[config.mk]
export PLATFORM = sky130hd
export DESIGN_NAME = psk_shaped_mod
export DESIGN_NICKNAME = d
export VERILOG_FILES = /design/src/rtl/psk_shape_pkg.sv /design/src/rtl/psk_sine_rom.sv /design/src/rtl/psk_gain_rom.sv /design/src/rtl/psk_env_ctrl.sv /design/src/rtl/psk_scaler.sv /design/src/rtl/psk_shaped_mod.sv
export SDC_FILE = /design/constraint.sdc
export NUM_CORES = 1
export LEC_CHECK = 0
export ABC_CLOCK_PERIOD_IN_PS = 9600
export BUFFER_PORTS_ARGS = -buffer_cell sky130_fd_sc_hd__buf_2
export CELL_PAD_IN_SITES_DETAIL_PLACEMENT = 0
export CELL_PAD_IN_SITES_GLOBAL_PLACEMENT = 2
export CORE_MARGIN = 2
export CORE_UTILIZATION = 41
export DETAILED_ROUTE_END_ITERATION = 8
export PLACE_DENSITY = 0.82
export SLEW_MARGIN = 10
export SYNTH_ARGS = -nofsm -noshare
export SYNTH_HDL_FRONTEND = slang
export SYNTH_HIERARCHICAL = 1
export SYNTH_SLANG_ARGS = --single-unit
[constraint.sdc]
create_clock -name clk -period 9.6 [get_ports clk]
set_clock_uncertainty 0.2 [all_clocks]
set_input_delay 0.48 -clock clk [delete_from_list [all_inputs] [get_ports clk]]
set_output_delay 0.48 -clock clk [all_outputs]
set_load 0.005 [all_outputs]
[src/rtl/psk_shape_pkg.sv]
package psk_shape_pkg;

  typedef enum logic [1:0] {
    ENV_FULL = 2'd0,
    ENV_FALL = 2'd1,
    ENV_RISE = 2'd2
  } env_state_e;

  localparam real PI_C = 3.14159265358979;

  // Signed sine point, rounded half away from zero.
  function automatic int sine_point(int idx, int pts, int amp);
    real r;
    r = amp * $sin(2.0 * PI_C * idx / pts);
    if (r >= 0.0) return $rtoi(r + 0.5);
    else return -$rtoi(-r + 0.5);
  endfunction

  // Raised-cosine gain, G[0] = full scale, G[ramp] = 0.
  function automatic int gain_point(int k, int ramp, int gmax);
    real r;
    r = gmax * (1.0 + $cos(PI_C * k / ramp)) / 2.0;
    return $rtoi(r + 0.5);
  endfunction

endpackage

[src/rtl/psk_sine_rom.sv]
module psk_sine_rom #(
  parameter int PTS   = 64,
  parameter int DAC_W = 8,
  localparam int PTR_W = $clog2(PTS)
) (
  input  logic [PTR_W-1:0]        idx,
  output logic signed [DAC_W-1:0] val
);
  localparam int AMP = 2 ** (DAC_W - 1) - 1;

  logic signed [DAC_W-1:0] tab [PTS];

  for (genvar i = 0; i < PTS; i++) begin : g_pt
    localparam int V = psk_shape_pkg::sine_point(i, PTS, AMP);
    assign tab[i] = DAC_W'(V);
  end

  assign val = tab[idx];
endmodule

[src/rtl/psk_gain_rom.sv]
module psk_gain_rom #(
  parameter int RAMP   = 7,
  parameter int GAIN_W = 8,
  localparam int GI_W  = $clog2(RAMP + 1)
) (
  input  logic [GI_W-1:0]   idx,
  output logic [GAIN_W-1:0] val
);
  localparam int GMAX = 2 ** GAIN_W - 1;

  logic [GAIN_W-1:0] tab [RAMP+1];

  for (genvar k = 0; k <= RAMP; k++) begin : g_pt
    localparam int V = psk_shape_pkg::gain_point(k, RAMP, GMAX);
    assign tab[k] = GAIN_W'(V);
  end

  assign val = (int'(idx) <= RAMP) ? tab[idx] : '0;
endmodule

[src/rtl/psk_env_ctrl.sv]
module psk_env_ctrl #(
  parameter int PTS  = 64,
  parameter int RAMP = 7,
  localparam int PTR_W = $clog2(PTS),
  localparam int CNT_W = $clog2(RAMP),
  localparam int GI_W  = $clog2(RAMP + 1)
) (
  input  logic             clk,
  input  logic             rst_n,
  input  logic             smp_stb,
  input  logic             mid_stb,
  input  logic             next_bit,
  output logic [PTR_W-1:0] ptr,
  output logic             inv,
  output logic             bypass,
  output logic [GI_W-1:0]  gidx
);
  import psk_shape_pkg::*;

  env_state_e       st;
  logic [CNT_W-1:0] cnt;
  logic             pend_q;
  logic             pend_eff;
  logic             wrap;
  logic             take;
  logic             cnt_last;

  assign wrap     = smp_stb && (ptr == PTR_W'(PTS - 1));
  assign cnt_last = (cnt == CNT_W'(RAMP - 1));
  assign pend_eff = mid_stb ? !next_bit : pend_q;
  assign take     = (st == ENV_FULL) || (st == ENV_RISE && cnt_last);

  always_ff @(posedge clk) begin
    if (!rst_n) begin
      ptr    <= '0;
      inv    <= 1'b0;
      st     <= ENV_FULL;
      cnt    <= '0;
      pend_q <= 1'b0;
    end else begin
      if (smp_stb) ptr <= ptr + 1'b1;
      if (wrap && take) pend_q <= 1'b0;
      else if (mid_stb) pend_q <= !next_bit;
      if (wrap) begin
        unique case (st)
          ENV_FULL: if (pend_eff) begin
            st  <= ENV_FALL;
            cnt <= '0;
          end
          ENV_FALL: if (cnt_last) begin
            inv <= ~inv;
            st  <= ENV_RISE;
            cnt <= '0;
          end else cnt <= cnt + 1'b1;
          ENV_RISE: if (cnt_last) begin
            st  <= pend_eff ? ENV_FALL : ENV_FULL;
            cnt <= '0;
          end else cnt <= cnt + 1'b1;
          default: st <= ENV_FULL;
        endcase
      end
    end
  end

  assign bypass = (st == ENV_FULL);
  assign gidx   = (st == ENV_FALL) ? (GI_W'(cnt) + GI_W'(1))
                                   : (GI_W'(RAMP - 1) - GI_W'(cnt));

  AST_PTR_STEP: assert property (@(posedge clk) disable iff (!rst_n)
    smp_stb |=> ptr == $past(ptr) + 1'b1);
  AST_FLIP_AT_EDGE: assert property (@(posedge clk) disable iff (!rst_n)
    wrap && st == ENV_FALL && cnt_last |=> inv != $past(inv));
  AST_FLIP_ONLY_EDGE: assert property (@(posedge clk) disable iff (!rst_n)
    !(wrap && st == ENV_FALL && cnt_last) |=> $stable(inv));
  AST_CNT_RANGE: assert property (@(posedge clk) disable iff (!rst_n)
    int'(cnt) < RAMP);
endmodule

[src/rtl/psk_scaler.sv]
module psk_scaler #(
  parameter int DAC_W  = 8,
  parameter int GAIN_W = 8
) (
  input  logic signed [DAC_W-1:0] s,
  input  logic                    inv,
  input  logic                    bypass,
  input  logic [GAIN_W-1:0]       g,
  output logic [DAC_W-1:0]        code
);
  localparam int PW = DAC_W + GAIN_W + 2;

  logic signed [DAC_W:0]   sp;
  logic signed [PW-1:0]    prod;
  logic [PW-1:0]           mag;
  logic [PW-1:0]           q;
  logic [PW-1:0]           res;
  logic [DAC_W-1:0]        val_s;

  always_comb begin
    sp    = inv ? -{s[DAC_W-1], s} : {s[DAC_W-1], s};
    prod  = PW'(sp) * $signed({2'b00, g});
    mag   = prod[PW-1] ? PW'(-prod) : PW'(prod);
    q     = mag >> GAIN_W;
    res   = prod[PW-1] ? (~q + 1'b1) : q;
    val_s = bypass ? sp[DAC_W-1:0] : res[DAC_W-1:0];
    code  = {~val_s[DAC_W-1], val_s[DAC_W-2:0]};
  end
endmodule

[src/rtl/psk_shaped_mod.sv]
module psk_shaped_mod #(
  parameter int PTS    = 64,
  parameter int RAMP   = 7,
  parameter int DAC_W  = 8,
  parameter int GAIN_W = 8
) (
  input  logic             clk,
  input  logic             rst_n,
  input  logic             smp_stb,
  input  logic             mid_stb,
  input  logic             next_bit,
  output logic [DAC_W-1:0] dac_q,
  output logic             dac_vld
);
  localparam int PTR_W = $clog2(PTS);
  localparam int GI_W  = $clog2(RAMP + 1);
  localparam logic [DAC_W-1:0] MID = {1'b1, {(DAC_W-1){1'b0}}};

  logic [PTR_W-1:0]        ptr;
  logic                    inv;
  logic                    bypass;
  logic [GI_W-1:0]         gidx;
  logic signed [DAC_W-1:0] sine_v;
  logic [GAIN_W-1:0]       gain_v;
  logic [DAC_W-1:0]        code;

  psk_env_ctrl #(.PTS(PTS), .RAMP(RAMP)) ctrl_i (
    .clk(clk), .rst_n(rst_n), .smp_stb(smp_stb), .mid_stb(mid_stb),
    .next_bit(next_bit), .ptr(ptr), .inv(inv), .bypass(bypass), .gidx(gidx)
  );

  psk_sine_rom #(.PTS(PTS), .DAC_W(DAC_W)) sine_i (.idx(ptr), .val(sine_v));

  psk_gain_rom #(.RAMP(RAMP), .GAIN_W(GAIN_W)) gain_i (.idx(gidx), .val(gain_v));

  psk_scaler #(.DAC_W(DAC_W), .GAIN_W(GAIN_W)) scale_i (
    .s(sine_v), .inv(inv), .bypass(bypass), .g(gain_v), .code(code)
  );

  always_ff @(posedge clk) begin
    if (!rst_n) begin
      dac_q   <= MID;
      dac_vld <= 1'b0;
    end else begin
      dac_vld <= smp_stb;
      if (smp_stb) dac_q <= code;
    end
  end

  AST_VLD_PULSE: assert property (@(posedge clk) disable iff (!rst_n)
    smp_stb |=> dac_vld);
  AST_HOLD_IDLE: assert property (@(posedge clk) disable iff (!rst_n)
    !smp_stb |=> !dac_vld && $stable(dac_q));
  AST_SILENT_CYCLE: assert property (@(posedge clk) disable iff (!rst_n)
    smp_stb && !bypass && gidx == GI_W'(RAMP) |=> dac_q == MID);
endmodule

==> results of run 1 <==
-- cells in the final DEF (no fill, tap or decap), types with 4 or more instances in the layout --
master,count
o31ai_1,4
a221oi_1,4
o2111ai_1,4
xnor2_1,16
nand3_1,12
inv_1,96
nor2b_1,20
fa_1,60
o22ai_1,4
a21o_1,7
or4_1,7
o21a_1,6
nand2b_1,13
nand2_1,61
nor3_1,6
and2_1,34
a21oi_1,26
mux2i_1,24
ha_1,54
o21ai_0,24
xor2_1,15
and3_1,4
nor2_1,21
a211oi_1,5
buf_2,13
a221o_1,4
dfxtp_1,22
buf_4,19
-- state kept, by name, indices dropped and copies added (netlist names) --
name,count
ctrl_i/st,2
dac_q,8
ctrl_i/ptr,6
ctrl_i/cnt,3
ctrl_i/inv,1
dac_vld,1
ctrl_i/pend_q,1
-- layout make-up --
type	count	area share [%]
clock buffer	4	1.522
inverter	98	6.346
multi-input combinational	504	77.25
timing repair buffer	32	3.559
tap	176	3.774
sequential	22	7.547
-- cells in the mapped netlist, drive strengths merged (3+ instances only) --
cell and count:
inv 98, dfxtp 22, a211o 4, ha 54
or2 5, a211oi 5, o221ai 4, nand2b 13
fa 60, mux2i 24, o21ai 25, xor2 15
nor3 6, o21a 6, a21o 8, o311ai 4
a221o 4, nor2 21, a221oi 4, mux4 3
clkbuf 8, or4 8, o22ai 4, a21oi 26
buf 16, nor4 4, and3 7, nand3 12
o31ai 4, xnor2 16, o2111ai 4, nand2 61
nor2b 20, and2 35
-- per-layer routing --
layer  wire, um  GRT usage [%]  vias up
met5          0              0        -
met4        162          3.309        0
met3        239          1.197       13
met2       6480          34.38       59
met1       6321          26.33     2183
li1           -              -     2226
-- through the flow --
| step | total power (uW) | std cells | worst slack [ns] | util, % | hold slack, ns |
|---|---|---|---|---|---|
| floorplan | 192.7 | 648 | 0.9113 | - | 0.2648 |
| global placement | 228.0 | 832 | 0.8535 | 43.74 | 0.2530 |
| detailed placement | 229.3 | 832 | 0.7136 | 43.74 | 0.2791 |
| CTS | 330.1 | 836 | 0.6685 | 44.42 | 0.2946 |
| global route | 349.4 | 836 | 0.1266 | 44.42 | 0.3152 |
| finish | 326.3 | 836 | 0.6952 | 44.42 | 0.2918 |
-- path summary, 6_finish.rpt --
kind,from,end
hold / removal,dac_q[7]$_SDFFE_PN1P_,dac_q[7]$_SDFFE_PN1P_
hold reg to reg,dac_q[7]$_SDFFE_PN1P_,dac_q[7]$_SDFFE_PN1P_
setup / recovery,ctrl_i/ptr[3]$_SDFFE_PN0P_,dac_q[4]$_SDFFE_PN0P_
setup reg to reg,ctrl_i/ptr[3]$_SDFFE_PN0P_,dac_q[4]$_SDFFE_PN0P_
-- cells by family (layout without fill, tap and decap cells) --
group | count (synthesis) | in the layout | synth area share [%]
xor+xnor | 31 | 31 | 4.970
flops | 22 | 22 | 8.062
simple gates | 204 | 204 | 20.09
mux | 27 | 27 | 5.634
compound gates | 127 | 127 | 17.27
fa+ha+maj | 115 | 115 | 34.56
buf+inv | 122 | 134 | 9.414
-- worst register-to-register path, delay by kind of cell (launching register included) --
kind	cells	cell delay [ns]
muxes	2	0.18
adders and majority gates	6	2.88
and+or+nand+nor	8	2.05
buffers and inverters	5	0.47
xor gates and xnor gates	2	0.36
DFF	1	0.71
AOI/OAI and AO/OA	9	1.98
-- power breakdown --
group,switching (uW),internal [uW],leakage [uW]
Sequential,1.06,93.8,0.000178
Clock,34.9,63.7,0.0000442
Combinational,78.9,53.9,0.00256
==> flow_summary.toml, run 1 <==
[routing]
dr.pass1.iters = 5
first_iter_violations = 199
final_antenna_net_count = 0
via_per_inst = 5.360
vias = 4481
wl_per_cell_um = 15.79
wl_um = 13200
drc = 0

[setup_path]
arrival_ns = 8.90
slowest_delay_ns = 0.71
crit_type = "flop to flop"
critical_path_buf_inv_count = 5
critPathSlowestCell = "dfxtp_1"
worst-path-max-fanout = 17
path_delay_family = "adder cells"
crit_required_ns = 9.59
startpoint_type = "flop"
rr_worst_depth = 32
r2r_setup_slack_ns = 0.70
end_kind = "flop"
cp.depth = 32

[timing]
max_freq_mhz = 112.3
max_slew.worst_pin.slew_ns = 0.7025
setup_viol = 0
hold_violations = 0
post-route-period-util_pct = 92.76
rsz0062_at_grt = "no"
max_slew_margin_pct = 53.10
min_period_ns = 8.905
slew_violations = 0
finalSetupTns_ns = 0

[logic_synthesis]
async_flop_share_pct = 0
synth_top_area_share_pct = 21.99
synth_cell_types = 77
syn-cell-area_um2 = 5463
syn-instance-count = 648
synth_nets = 767
synth_edf_count = 0
yosysWarnings = 6
synthFlopType = "dfxtp_1"
synth.area.top_cells = "fa_1 22%, ha_1 12%, dfxtp_1 8.1%, inv_1 6.6%, mux2i_1 4.4%"
yosysTopAreaCell = "fa_1"
syn_area_per_cell_um2 = 8.430
ys_seq_elements = 22
synth_seq_area_share_pct = 8.062

[pwr]
powerDensity_nw_per_um2 = 55.91
leakage_uw = 0.002780
ir_drop_v = 0.00007834

[layout]
final_area_um2 = 5836
multiInputGateArea_um2 = 4508
nNetsFinal = 780
nFillCells = 1315
layout-drive-gt1-share_pct = 9.242
antennaDiodeCount = 0
syn_to_final_growth_pct = 6.826
seq_area_um2 = 440.4

[global_route]
track_usage_pct = 19.36
antenna_found_initial = 0
grt_max_degree = 42
grt_pass1_wl_um = 22470
grt_overflow_total = 0
grt_pass1_vias = 4529

[clock_tree]
clk_pin_slew_ns = 0.06
post-cts-setup-buffers = 0
clock-root-buffer = "clkbuf_16"
cts_buffer_depth = 2
ctsResizeCount = 0
cts-buffers-inserted = 3
cts_tree = "built"
cts_max_level = 1
cts.sinks = 22
cts_hold_buf = 0
clk_latency_ns = 0.26

[floorplan]
dieHeight_um = 119.4
die_area_um2 = 14260
die_x_um = 119.4
initial_utilization_pct = 41.58
rows = 42
pin_count = 14
core_area_um2 = 13140

[placement]
hpwl_um = 10430
port_buffers = 13
place_congestion = 0.8238
placed_area_um2 = 5747

[outcome]
status = "completed"

[run]
maxCapViolations = 0

[min_path]
hold_class = "flop to flop"
hold_depth = 2
(Power assumes the default switching activity.)
==> inputs of run 2 (changes only) <==
--- a/config.mk
+++ b/config.mk
@@ -5,14 +5,14 @@
 export SDC_FILE = /design/constraint.sdc
 export NUM_CORES = 1
 export LEC_CHECK = 0
-export ABC_CLOCK_PERIOD_IN_PS = 9600
+export ABC_CLOCK_PERIOD_IN_PS = 7540
 export BUFFER_PORTS_ARGS = -buffer_cell sky130_fd_sc_hd__buf_2
 export CELL_PAD_IN_SITES_DETAIL_PLACEMENT = 0
 export CELL_PAD_IN_SITES_GLOBAL_PLACEMENT = 2
 export CORE_MARGIN = 2
-export CORE_UTILIZATION = 41
+export CORE_UTILIZATION = 37
 export DETAILED_ROUTE_END_ITERATION = 8
-export PLACE_DENSITY = 0.82
+export PLACE_DENSITY = 0.78
 export SLEW_MARGIN = 10
 export SYNTH_ARGS = -nofsm -noshare
 export SYNTH_HDL_FRONTEND = slang
==> constraint.sdc (replaced) <==
create_clock -name clk -period 7.54 [get_ports clk]
set_clock_uncertainty 0.2 [all_clocks]
set_input_delay 0.377 -clock clk [delete_from_list [all_inputs] [get_ports clk]]
set_output_delay 0.377 -clock clk [all_outputs]
set_load 0.005 [all_outputs]
==> flow_summary.toml, run 2 (synthesis results as in run 1) <==
[routing]
wl_um = 15110
first_iter_violations = 186
dr.pass1.iters = 4
vias = 5023
final_antenna_net_count = 0
drc = 0
wl_per_cell_um = 15.56
via_per_inst = 5.173

[setup_path]
slowest_delay_ns = 0.58
critPathSlowestCell = "fa_2"
crit_type = "flop to flop"
worst-path-max-fanout = 7
startpoint_type = "flop"
end_kind = "flop"
arrival_ns = 7.75
crit_required_ns = 7.53

[timing]
setup_ws_ns = -0.2207
min_period_ns = 7.761
max_slew.worst_pin.slew_ns = 0.6373
max_freq_mhz = 128.9
hold_violations = 0
setup_viol = 3
max_slew_margin_pct = 57.22
rsz0062_at_grt = "yes"
post-route-period-util_pct = 102.9
slew_violations = 0

[floorplan]
rows = 44
core_area_um2 = 14480
pin_count = 14
dieHeight_um = 125.5
initial_utilization_pct = 37.73
die_x_um = 125.5
die_area_um2 = 15750

[clock_tree]
clk_latency_ns = 0.25
cts_buffer_depth = 2
cts-buffers-inserted = 3
clock-root-buffer = "clkbuf_16"
cts_tree = "built"
cts_max_level = 1
clk_pin_slew_ns = 0.06
cts.sinks = 22
cts_hold_buf = 0

[outcome]
violations = "setup timing"
status = "finished, violations left"

[placement]
hpwl_um = 12490
place_congestion = 0.9014
port_buffers = 13

[pwr]
total_power_uw = 532.8
ir_drop_v = 0.0001548
leakage_uw = 0.003526
powerDensity_nw_per_um2 = 72.28

[global_route]
grt_pass1_wl_um = 26360
grt_overflow_total = 0
grt_max_degree = 18
grt_pass1_vias = 5324
track_usage_pct = 20.10
antenna_found_initial = 0

[layout]
layout-drive-gt1-share_pct = 35.07
final_util_pct = 50.91
top_regs = "dac_q: 8 flops, ctrl_i/ptr: 6 flops, ctrl_i/cnt: 3 flops"
syn_to_final_growth_pct = 34.93
antennaDiodeCount = 0
layout_commonest_cell = "buf_4"
final_cell_mix = "143 x buf_4, 81 x inv_1, 56 x fa_1"
nNetsFinal = 907
largest_reg_flops = 8
largest-register = "dac_q"

[run]
maxCapViolations = 0

[min_path]
hold_class = "input port to flop"
==> run 2: cell types whose count changed in the layout (fill, tap and decap cells not counted), sizes merged <==
| cell | previous run | this run |
|---|---|---|
| bufinv | 0 | 1 |
| clkbuf | 4 | 3 |
| buf | 32 | 159 |
==> run 2: timing repair <==
action | in CTS | in global routing
setup endpoints to repair | 7 | 7
pin swaps | 33 | 26
buffers inserted | 17 | 5
gates resized for setup | 49 | 31
==> run 2: worst max-delay path, delay by kind of cell, from the launching register on <==
kind / cells / cell delay (ns)
buf+inv: 6 / 0.40
fa+ha+maj: 7 / 2.67
mux: 3 / 0.37
flops: 1 / 0.38
simple gates: 7 / 1.53
xor+xnor: 2 / 0.31
compound gates: 8 / 1.84
==> run 2: area by class of cell <==
type	count	area, um2
fillers	1363	7108
multi-input cells	504	5021
repair buffers	159	1181
flip-flops and latches	22	450.4
inverters	98	382.9
well taps	184	230.2
clock buffers	3	75.07
clock inverters	1	30.03
==> run 2: routing by layer <==
metal | GRT usage (%) | part of all wire [%] | up-vias
met5 | 0 | 0 | -
met4 | 3.268 | 1.6 | 0
met3 | 1.070 | 2.1 | 17
met2 | 38.86 | 54 | 67
met1 | 24.87 | 43 | 2461
li1 | - | - | 2478
==> run 2: power by group <==
part           leakage (uW)  switching, uW  internal, uW
registers          0.000181           3.61           120
clock network     0.0000511           42.5           105
logic               0.00329            131           131
total               0.00353            177           355
==> run 2: worst paths after layout <==
check        slack (ns)  depth (start not counted)               endpoint                  startpoint
min reg2reg        0.29                          2  dac_q[7]$_SDFFE_PN1P_       dac_q[7]$_SDFFE_PN1P_
max reg2reg       -0.22                         33  dac_q[4]$_SDFFE_PN0P_  ctrl_i/ptr[0]$_SDFFE_PN0P_
max               -0.22                         33  dac_q[4]$_SDFFE_PN0P_  ctrl_i/ptr[0]$_SDFFE_PN0P_
min                0.21                          2  dac_q[7]$_SDFFE_PN1P_                       rst_n
==> run 2: per-stage QoR <==
stage	instance area (um2)	hold WS, ns	setup WS (ns)	TNS [ns]	cells
5_1_grt	7371	0.2316	-0.5622	-2.276	971
2_1_floorplan	5665	0.2389	-0.2274	-0.3218	648
6_report	7371	0.2119	-0.2207	-0.5508	971
3_3_place_gp	6765	0.2768	-0.5163	-1.889	947
3_5_place_dp	6765	0.2883	-0.5252	-1.981	947
4_1_cts	7243	0.2170	-0.2101	-0.5361	967
